`src/rtl/xfer_ctl.sv`:
```
module xfer_ctl #(
  parameter int W     = 16,
  parameter int NTRIG = 12
) (
  input  logic             clk,
  input  logic             rst_n,
  input  logic             cfg_we,
  input  logic [1:0]       cfg_sel,
  input  logic [W-1:0]     cfg_wdata,
  input  logic [NTRIG-1:0] evt,
  output logic             bus_req,
  input  logic             bus_gnt,
  output logic [W-1:0]     bus_addr,
  output logic             bus_io,
  output logic             bus_we,
  output logic [7:0]       bus_wdata,
  input  logic [7:0]       bus_rdata,
  output logic [W-1:0]     ptr0_o,
  output logic [W-1:0]     ptr1_o,
  output logic [W-1:0]     count_o,
  output logic             en_o,
  output logic             err_o,
  output logic             done_o
);

  typedef enum logic [1:0] {S_IDLE, S_REQ, S_RD, S_WR} st_t;

  st_t            state;
  logic [W-1:0]   p0, p1, cnt;
  logic [3:0]     mode, tsel;
  logic           en, err, done, pend, sw_q, step;
  logic [7:0]     hold;
  logic [NTRIG-1:0] evt_q;
  logic [W-1:0]   inc0, inc1;

  wire two   = (mode >= 4'd4 && mode <= 4'd9) || mode == 4'hC || mode == 4'hD;
  wire burst = mode[3:1] == 3'b111;
  wire memsp = mode >= 4'hA;
  wire pair  = mode >= 4'd6 && mode <= 4'd9;
  wire oddio = mode == 4'd4 || mode == 4'd5 || mode == 4'd8 || mode == 4'd9;
  wire to_p1 = pair ? step : ~mode[0];

  wire [W-1:0] a0 = p0 + W'(step);
  wire [W-1:0] a1 = memsp ? p1 + W'(step)
                          : {{(W-8){1'b0}}, p1[7:1], p1[0] | (step & oddio)};
  wire [W-1:0] src = to_p1 ? a0 : a1;
  wire [W-1:0] dst = to_p1 ? a1 : a0;

  wire [15:0] rise  = 16'(evt & ~evt_q);
  wire        swsel = !(32'(tsel) < NTRIG);
  wire        hit   = en && cnt != '0 && ((!swsel && rise[tsel]) || (swsel && sw_q));
  wire        idle  = state == S_IDLE;
  wire        cfg_ok = cfg_we && idle;

  always_comb begin
    inc0 = '0;
    inc1 = '0;
    case (mode)
      4'd2, 4'd3:               inc0 = W'(1);
      4'd4, 4'd5, 4'd6, 4'd8:   inc0 = W'(2);
      4'hC, 4'hD: begin         inc0 = W'(2); inc1 = W'(2); end
      4'hE, 4'hF: begin         inc0 = W'(1); inc1 = W'(1); end
      default: ;
    endcase
  end

  assign bus_req   = !idle;
  assign bus_we    = state == S_WR;
  assign bus_addr  = bus_we ? dst : src;
  assign bus_io    = !memsp && (bus_we ? to_p1 : !to_p1);
  assign bus_wdata = hold;
  assign ptr0_o    = p0;
  assign ptr1_o    = p1;
  assign count_o   = cnt;
  assign en_o      = en;
  assign err_o     = err;
  assign done_o    = done;

  always_ff @(posedge clk or negedge rst_n) begin
    if (!rst_n) begin
      state <= S_IDLE;
      p0 <= '0; p1 <= '0; cnt <= '0;
      mode <= '0; tsel <= '0;
      en <= 1'b0; err <= 1'b0; done <= 1'b0;
      pend <= 1'b0; sw_q <= 1'b0; step <= 1'b0;
      hold <= '0; evt_q <= '0;
    end else begin
      done  <= 1'b0;
      evt_q <= evt;
      sw_q  <= cfg_ok && cfg_sel == 2'd3 && cfg_wdata[9];
      if (cfg_ok) begin
        case (cfg_sel)
          2'd0: p0  <= cfg_wdata;
          2'd1: p1  <= cfg_wdata;
          2'd2: cnt <= cfg_wdata;
          default: begin
            en   <= cfg_wdata[0];
            mode <= cfg_wdata[4:1];
            tsel <= cfg_wdata[8:5];
            err  <= 1'b0;
            pend <= 1'b0;
          end
        endcase
      end else begin
        if (hit && !idle) pend <= 1'b1;
        case (state)
          S_IDLE: if (hit || (pend && en && cnt != '0)) begin
            pend <= 1'b0;
            if (two && p1[0]) begin
              err <= 1'b1;
              en  <= 1'b0;
            end else begin
              state <= S_REQ;
              step  <= 1'b0;
            end
          end
          S_REQ: if (bus_gnt) state <= S_RD;
          S_RD: begin
            hold  <= bus_rdata;
            state <= S_WR;
          end
          default: begin
            if (two && !step) begin
              step  <= 1'b1;
              state <= S_RD;
            end else begin
              step <= 1'b0;
              p0   <= p0 + inc0;
              p1   <= p1 + inc1;
              cnt  <= cnt - W'(1);
              if (cnt == W'(1)) begin
                en    <= 1'b0;
                done  <= 1'b1;
                pend  <= 1'b0;
                state <= S_IDLE;
              end else if (burst) begin
                state <= S_RD;
              end else begin
                state <= S_IDLE;
              end
            end
          end
        endcase
      end
    end
  end

  p_io_low8_r2: assert property (@(posedge clk) disable iff (!rst_n)
    (bus_req && bus_io) |-> bus_addr[W-1:8] == '0);

  p_count_step_r9: assert property (@(posedge clk) disable iff (!rst_n)
    ($past(bus_req) && count_o != $past(count_o)) |-> count_o == $past(count_o) - W'(1));

  p_done_clears_en_r9: assert property (@(posedge clk) disable iff (!rst_n)
    done_o |-> !en_o);

  p_write_after_read_r10: assert property (@(posedge clk) disable iff (!rst_n)
    bus_we |-> $past(bus_req && !bus_we && bus_gnt));

  p_req_needs_en_r11: assert property (@(posedge clk) disable iff (!rst_n)
    bus_req |-> en_o);

  p_err_quiet_r12: assert property (@(posedge clk) disable iff (!rst_n)
    $rose(err_o) |-> !bus_req);

endmodule

```
`config.mk`:
```
export PLATFORM = sky130hd
export DESIGN_NAME = xfer_ctl
export DESIGN_NICKNAME = d
export VERILOG_FILES = /design/src/rtl/xfer_ctl.sv
export SDC_FILE = /design/constraint.sdc
export NUM_CORES = 1
export LEC_CHECK = 0
export BUFFER_PORTS_ARGS = -buffer_cell sky130_fd_sc_hd__buf_2
export CORE_MARGIN = 10
export CORE_UTILIZATION = 30
export CTS_CLUSTER_SIZE = 25
export DETAILED_ROUTE_END_ITERATION = 12
export GPL_TIMING_DRIVEN = 0
export REMOVE_ABC_BUFFERS = 1
export SETUP_SLACK_MARGIN = 0.4
export SLEW_MARGIN = 15
export SYNTH_ARGS = -nofsm -noshare
export SYNTH_HDL_FRONTEND = slang
export SYNTH_SLANG_ARGS = --single-unit
```
`constraint.sdc`:
```
create_clock -name clk -period 2.4 [get_ports clk]
set_input_delay 0.48 -clock clk [delete_from_list [all_inputs] [get_ports clk]]
set_output_delay 0.48 -clock clk [all_outputs]
set_load 0.005 [all_outputs]
```
After elaboration in Yosys (flattened, before gate mapping)
Cells that the tools add are included.
{"block": "totals", "reg_bits": 84, "inputBits": 42}
{"block": "classes", "n_addsub": 5, "magnitude_cmp": 6, "n_eq_ne": 32, "mux": 55, "bitwise": 8, "n_reduce_logical": 50}
{"operator": "two-way mux 16 bit", "n": 16}
{"operator": "adder 16 x 1 -> 16 bit", "n": 2}
{"operator": "adder 16 bit", "n": 2}
{"operator": "two-way mux 1 bit", "n": 26}
{"operator": "== test 4 bit, second input constant", "n": 6}
{"operator": "AND 12 x 16 -> 16 bit", "n": 1}
{"operator": "== test 16 x 1 -> 1 bit, second input constant", "n": 1}
{"operator": "NOT 12 -> 16 bit", "n": 1}
{"operator": "nonzero test 16 bit", "n": 1}
{"operator": "subtractor 16 x 1 -> 16 bit, second input constant", "n": 1}
{"operator": "logical AND 1 bit", "n": 15}
{"operator": "== test 4 x 3 -> 1 bit, second input constant", "n": 3}
{"operator": "two-way mux 2 bit", "n": 6}
{"operator": "!= test 2 x 1 -> 1 bit, second input constant", "n": 6}
{"operator": "AND reduction 4 bit", "n": 3}
{"operator": "AND reduction 3 bit", "n": 3}
{"operator": "== test 2 bit, second input constant", "n": 4}
{"operator": "== test 4 x 2 -> 1 bit, second input constant", "n": 2}
{"operator": ">= comparator 4 x 3 -> 1 bit, second input constant", "n": 2}
{"operator": "!= test 2 bit, second input constant", "n": 4}
{"operator": "case mux 2 bit (2 select lines)", "n": 2}
{"operator": "logical OR 1 bit", "n": 7}
{"operator": "!= test 3 x 1 -> 1 bit, second input constant", "n": 2}
{"operator": "case mux 1 bit (2 select lines)", "n": 3}
{"operator": "22 further kinds", "n": 37}

Depth between registers and ports, before layout
Gate-level depths: netlist of the first run.
{"block": "logic_depth", "ltp_word": 13, "ltp_mapped": 11, "ltp_nobuf": 10}

Worst setup path after synthesis of the first run
No wires, ideal clock.
{"block": "synth_path", "kind": "flip-flop to output port", "start": "register mode[3]", "end": "output port bus_addr[10]", "t_arrival_ns": 1.948, "slack_ns": -0.028, "stages_incl_launch_ff": 8, "n_path_buf": 2, "path_cell_list": "dfrtp_1 clkbuf_1 nand2_1 o32ai_1 a21oi_1 xnor2_2 buf_2 mux2i_1"}
{"block": "synth_via", "elab_chain_len": 5}
{"item": "from (decl)", "line": "30", "text": "logic [3:0] mode, tsel;"}
{"item": "from (signal assigned)", "line": "98", "text": "mode <= cfg_wdata[4:1];"}
{"item": ">= comparator 4 x 3 -> 1 bit or <= comparator 4 bit (tied branches)", "line": "39", "text": "wire pair = mode >= 4'd6 && mode <= 4'd9;"}
{"item": "logical AND 1 bit", "line": "39"}
{"item": "two-way mux 1 bit", "line": "41", "text": "wire to_p1 = pair ? step : ~mode[0];"}
{"item": "two-way mux 16 bit, on equally long branches", "line": "46, 47"}
{"item": "two-way mux 16 bit *", "line": "69", "text": "assign bus_addr = bus_we ? dst : src;"}
{"item": "to (decl)", "line": "13", "text": "output logic [W-1:0] bus_addr,"}
Mark *: on every way between the ends. The rest lies on a longest branch, timed or not.

Final worst setup path of the first run
{"block": "layout_path", "start": "register mode[3]", "end": "output port bus_addr[9]"}
The elaborated chain is that of the path after synthesis.

==> out/qor.txt, run 1 <==
Number of synthesized flops with an enable pin = 0
Net Sw Frac = 44.3%
Max-slew violation count = 0
CTS max path bufs = 2
Vias per inst = 5.45
Seq cells post-synth = 84
WL final = 19.2 mm
Layout Skew = 5.42 ps
DRT iter0 DRCs = 371
Clock Sinks = 84
Largest net degree at the start of global routing = 86
Detailed placement HPWL = 13.0 mm
Final Instance Area = 0.00756 mm²
Post-detailed-route wirelength per cell = 19.0 µm
Post-CTS Hold Fix Bufs = 0
Worst-path fanout max = 7
Cell Area, Placed = 0.00624 mm²
Top cell type's share of synthesized area = 39.0%
Number of remaining DRC errors = 0
Max Clock Freq = 0.364 GHz
Synth cell count leaders = 84 x dfrtp_1, 73 x a21oi_1, 62 x nand2_1
Top-count cell post-synth = dfrtp_1
Post-Syn Instances = 635
Max IR drop VDD = 0.842 mV
Failing checks = negative setup slack
Clock share of power = 12.3%
Final Util = 43.3%
Crit path kind = register to output pin
Via count = 5494
Synthesis-to-layout area growth = 40.1%
Initial DRT Pass Iterations = 5
Initial antenna violation count = 1
Share of cells above drive strength 1 = 38.7%
Required @ worst endpoint = 1920 ps
Final TNS setup = -5310 ps
Clock transition at path regs = 70 ps
Status = complete, but fails checks
RSZ-0062 raised after global routing = true
Synth async-reset ratio = 100%
Synth Flop Type = dfrtp_1
Syn_area_per_cell = 8.50 µm²
Startpoint types = register
Synth warnings = 0
Pwr per Cell Area = 1560 mW/mm²
Fin. Hold Viols = 0
CP max stage delay = 460 ps
Num ports = 120
R2R cell count = 10
Period utilisation layout = 115%
Synth cell types = 62
# rows = 48
Comb pwr share = 62.3%
Crit-path cells = or3_4 -> o21ai_2 -> a21oi_2 -> xnor2_4 -> buf_12 -> buf_16 -> mux2i_4 -> buf_2
Worst Path Arrival = 2270 ps
Worst path slowest cell = dfrtp_2
CTS tree = built
GR Overflow Total = 0
Seq/Total Area, Yosys = 39.0%
Starting density of the core = 30.9%
Worst hold path type = primary input to asynchronous set/reset pin
Mapped cell area = 0.00540 mm²
Internal power = 6560 µW
Tmin final = 2750 ps
Leakage = 0.00318 µW
Core Area = 0.0175 mm²
Synth area leaders = dfrtp_1 39%, a21oi_1 6.8%, o21ai_0 4.7%
Normalized max-slew margin = 67.1%
Yosys top cell by area = dfrtp_1
Port Buffers = 119
CP Capture Type = output pin
Gpl congestion = 0.863
Number of global-route vias before repair = 5184
Clock latency at the later pin of the worst-skew pair = 350 ps
Die Width = 154 µm
P_sw = 5200 µW
Worst hold slack = 95.1 ps
ANT nets after route = 0
First-pass GRT wire length = 29.0 mm
H-Tree Depth = 3
Count of final setup violators = 25
Die height = 154 µm
Flop2flop setup slack = -80 ps
Setup ws final = -348 ps
Tightest Pin Transition = 489 ps
CTS Root Cell = clkbuf_16
Final nets = 836
Seq pwr share = 25.4%
Overall routing resource usage = 15.0%
Max cap viols = 0
CTS buffer count = 9
Die area = 0.0238 mm²
[flip-flops by register name, summed over array words and instances, names as in the netlist]
register,flops
step,1
count_o,16
err_o,1
mode,4
tsel,4
pend,1
done_o,1
bus_wdata,8
evt_q,12
ptr1_o,16
en_o,1
ptr0_o,16
state,2
sw_q,1
[routing by layer]
layer  GRT usage [%]  wire, µm
met1            18.5      8060
met2            24.4      9260
met3            3.32      1220
met4            7.11       638
met5               0         0
[power groups by stage]
stage | registers [µW] | logic, µW | clock network (µW)
floorplan | 2770 | 3090 | 0
global placement | 2910 | 4940 | 0
detailed placement | 2930 | 5060 | 0
CTS | 2900 | 6600 | 1470
global route | 3090 | 7990 | 1540
finish | 2980 | 7330 | 1450
[area by class of cell]
cell class	instances	area, µm²
timing repair buffer	168	1130
sequential	84	2110
fill	1702	9920
inverter	22	82.6
multi-input combinational	492	3640
antenna	1	2.50
clock inverter	6	73.8
tap	225	282
clock buffer	10	229
[through the flow]
step | std cells | worst slack (ps) | power, µW
final | 1008 | -348 | 11800
after global routing | 1007 | -428 | 12600
after CTS | 997 | -331 | 11000
after detailed placement | 943 | -766 | 8000
after global placement | 939 | -3950 | 7850
after floorplan | 595 | -2160 | 5860
[layout by cell type (no fill, tap or decap), types with 6 or more instances in the layout]
cell       instances
buf_2            115
dfrtp_1           75
a21oi_1           70
nand2_1           56
o21ai_0           43
nor2_1            37
buf_4             37
nand3_1           24
xnor2_1           17
inv_1             17
o22ai_1           17
mux2_2            16
nor3_1            12
xor2_1            11
ha_1               9
clkbuf_16          9
dfrtp_2            9
mux2i_1            8
nand3_2            7
nand4_1            7
a31oi_1            7
buf_6              7
and3_1             6
o22a_1             6
buf_12             6
[worst paths after layout]
| check | from | endpoint |
|---|---|---|
| worst max-delay path | mode[3] | bus_addr[9] |
| worst min-delay path | rst_n | bus_wdata[2] |
| worst max register to register | mode[1] | ptr1_o[10] |
| worst min register to register | bus_wdata[6] | bus_wdata[6] |
| max in group asynchronous | rst_n | ptr1_o[3] |
| min in group clk | evt[1] | evt_q[1] |
[timing repair]
item | CTS | global route
cloned | 3 | 1
hold endpoints to repair | 0 | 0
endpoints found under the setup margin | 80 | 71
gates resized for setup | 66 | 66
pin swaps | 18 | 24
buffers inserted | 35 | 9
[critical path: cells and delay by family (launching register included)]
kind	cells	cell delay, ps
compound gates	2	180
xor+xnor	1	230
mux	1	240
flops	1	460
buf+inv	3	410
simple gates	1	380
[logic make-up (layout without fill, tap and decap cells)]
| family | Yosys count | in the layout | share of synthesized area (%) |
|---|---|---|---|
| AO/OA/AOI/OAI | 201 | 203 | 22.4 |
| XOR/XNOR | 29 | 29 | 4.85 |
| adder cells (fa/ha/maj) | 17 | 17 | 4.22 |
| buffers and inverters | 62 | 206 | 4.36 |
| flip-flops | 84 | 84 | 39.0 |
| multiplexers | 34 | 34 | 6.79 |
| other | 0 | 1 | 0 |
| AND/OR/NAND/NOR | 208 | 209 | 18.5 |
Note: power is estimated with default switching activity, not from simulation.
==> run 2, diff against run 1 <==
Settings changed: CORE_MARGIN 10 to 1, CTS_CLUSTER_DIAMETER set to 40, REMOVE_ABC_BUFFERS 1 to not set.
==> run 2 against run 1 <==
- the run still ends with negative setup slack left
- hold slack improved by 26 ps
- via count is 2.7% higher
- first-iteration DRC count up 24%
- clock skew rose by 3.2 ps
- utilization up 1.2 points
- maximum frequency grew 0.92%
==> out/qor.txt, run 2 (synthesis gave the netlist of run 1 again) <==
Clock transition at path regs = 70 ps
Normalized max-slew margin = 52.5%
Detailed placement HPWL = 13.3 mm
Die Width = 136 µm
Final nets = 872
ANT nets after route = 0
CTS buffer count = 9
N_diodes = 0
Clock latency at the later pin of the worst-skew pair = 350 ps
Commonest non-fill, non-tap cell in the layout = buf_2
Pwr per Cell Area = 1530 mW/mm²
Required @ worst endpoint = 1920 ps
Setup ws final = -323 ps
Status = complete, but fails checks
Post-CTS Hold Fix Bufs = 0
Num ports = 120
Max IR drop VDD = 0.964 mV
Count of final setup violators = 26
CTS tree = built
Max-slew violation count = 0
CTS max path bufs = 2
Period utilisation layout = 113%
RR Startpoint = mode[3]
Startpoint types = register
Final Instance Area = 0.00774 mm²
Leakage = 0.00332 µW
Number of remaining DRC errors = 0
Largest net degree at the start of global routing = 46
Flop2flop setup slack = -180 ps
Initial antenna violation count = 0
Port Buffers = 118
GR Overflow Total = 0
Vias per inst = 5.41
Worst R2R End = ptr1_o[8]
Die height = 136 µm
First-pass GRT wire length = 28.6 mm
CTS Root Cell = clkbuf_16
Die area = 0.0185 mm²
Core Area = 0.0174 mm²
Via count = 5644
DRT iter0 DRCs = 461
Starting density of the core = 31.0%
Cell Area, Placed = 0.00640 mm²
Initial DRT Pass Iterations = 5
H-Tree Depth = 3
Clock Sinks = 84
Overall routing resource usage = 20.3%
# rows = 48
Final TNS setup = -5420 ps
WL final = 19.0 mm
R2R cell count = 12
Synthesized net count = 694
Post-detailed-route wirelength per cell = 18.2 µm
Worst-path fanout max = 5
Max cap viols = 0
Number of global-route vias before repair = 5164
Crit path kind = register to output pin
Fin. Hold Viols = 0
Gpl congestion = 0.867
Tmin final = 2720 ps
Layout Skew = 8.64 ps
Pre-CTS setup slack = -189 ps
Failing checks = negative setup slack
Worst Path Arrival = 2240 ps
Share of cells above drive strength 1 = 40.3%
Max Clock Freq = 0.367 GHz
Worst hold path type = primary input to asynchronous set/reset pin
RSZ-0062 raised after global routing = true
Tightest Pin Transition = 713 ps
Synthesis-to-layout area growth = 43.5%
CP Capture Type = output pin
Most frequent cells in the layout = 118 x buf_2, 79 x dfrtp_1, 66 x a21oi_1, 55 x nand2_1, 36 x o21ai_0
-- run 2: routing by layer --
layer,GRT usage [%],share of wire [%],wire [µm]
met3,4.55,8.1,1530
met1,27.3,42,8020
met2,32.3,48,9030
met5,0,0,0
met4,6.05,2.2,410
-- run 2: where the power goes --
group          internal [µW]  total, µW  switching (µW)
Sequential              2010       2770             754
Combinational           3800       7600            3800
Clock                    866       1480             613
-- run 2: final cells by class --
type	count	area, µm²
clock inverter	5	60.1
multi-input combinational	490	3600
tap	225	282
fill	1696	9670
sequential	84	2110
inverter	22	85.1
timing repair buffer	166	1070
buffer	40	288
clock buffer	11	253
-- run 2: repair_timing --
action | 4_1_cts | 5_1_grt
cloned | 1 | 2
endpoints found under the setup margin | 81 | 80
buffers inserted | 25 | 20
gates resized for setup | 76 | 120
pin swaps | 16 | 29
-- run 2: worst max path at each step --
stage | startpoint | endpoint | slack [ps] | cells past startpoint
2_1_floorplan | count_o[10] | state[1] | 140 | 7
3_3_place_gp | step | bus_addr[11] | -190 | 8
3_5_place_dp | step | bus_addr[14] | -190 | 8
4_1_cts | mode[2] | bus_addr[4] | -280 | 8
5_1_grt | mode[2] | bus_addr[4] | -410 | 9
6_report | mode[2] | bus_addr[3] | -320 | 9
-- run 2: worst max-delay path, stage by stage, from the launching register on --
cell	delay [ps]
dfrtp_1	430
buf_6	160
a21oi_4	170
o32ai_4	110
a21oi_4	180
xnor2_4	150
buf_12	150
buf_8	110
mux2_4	300
buf_6	110
-- run 2: through the flow --
step	utilization (%)	total power [µW]	hold WS [ps]	instances
floorplan	-	6270	184	635
global placement	36.6	8200	486	978
detailed placement	36.8	8270	488	979
CTS	41.1	10600	139	1021
global route	44.5	12700	158	1043
finish	44.5	11900	122	1043
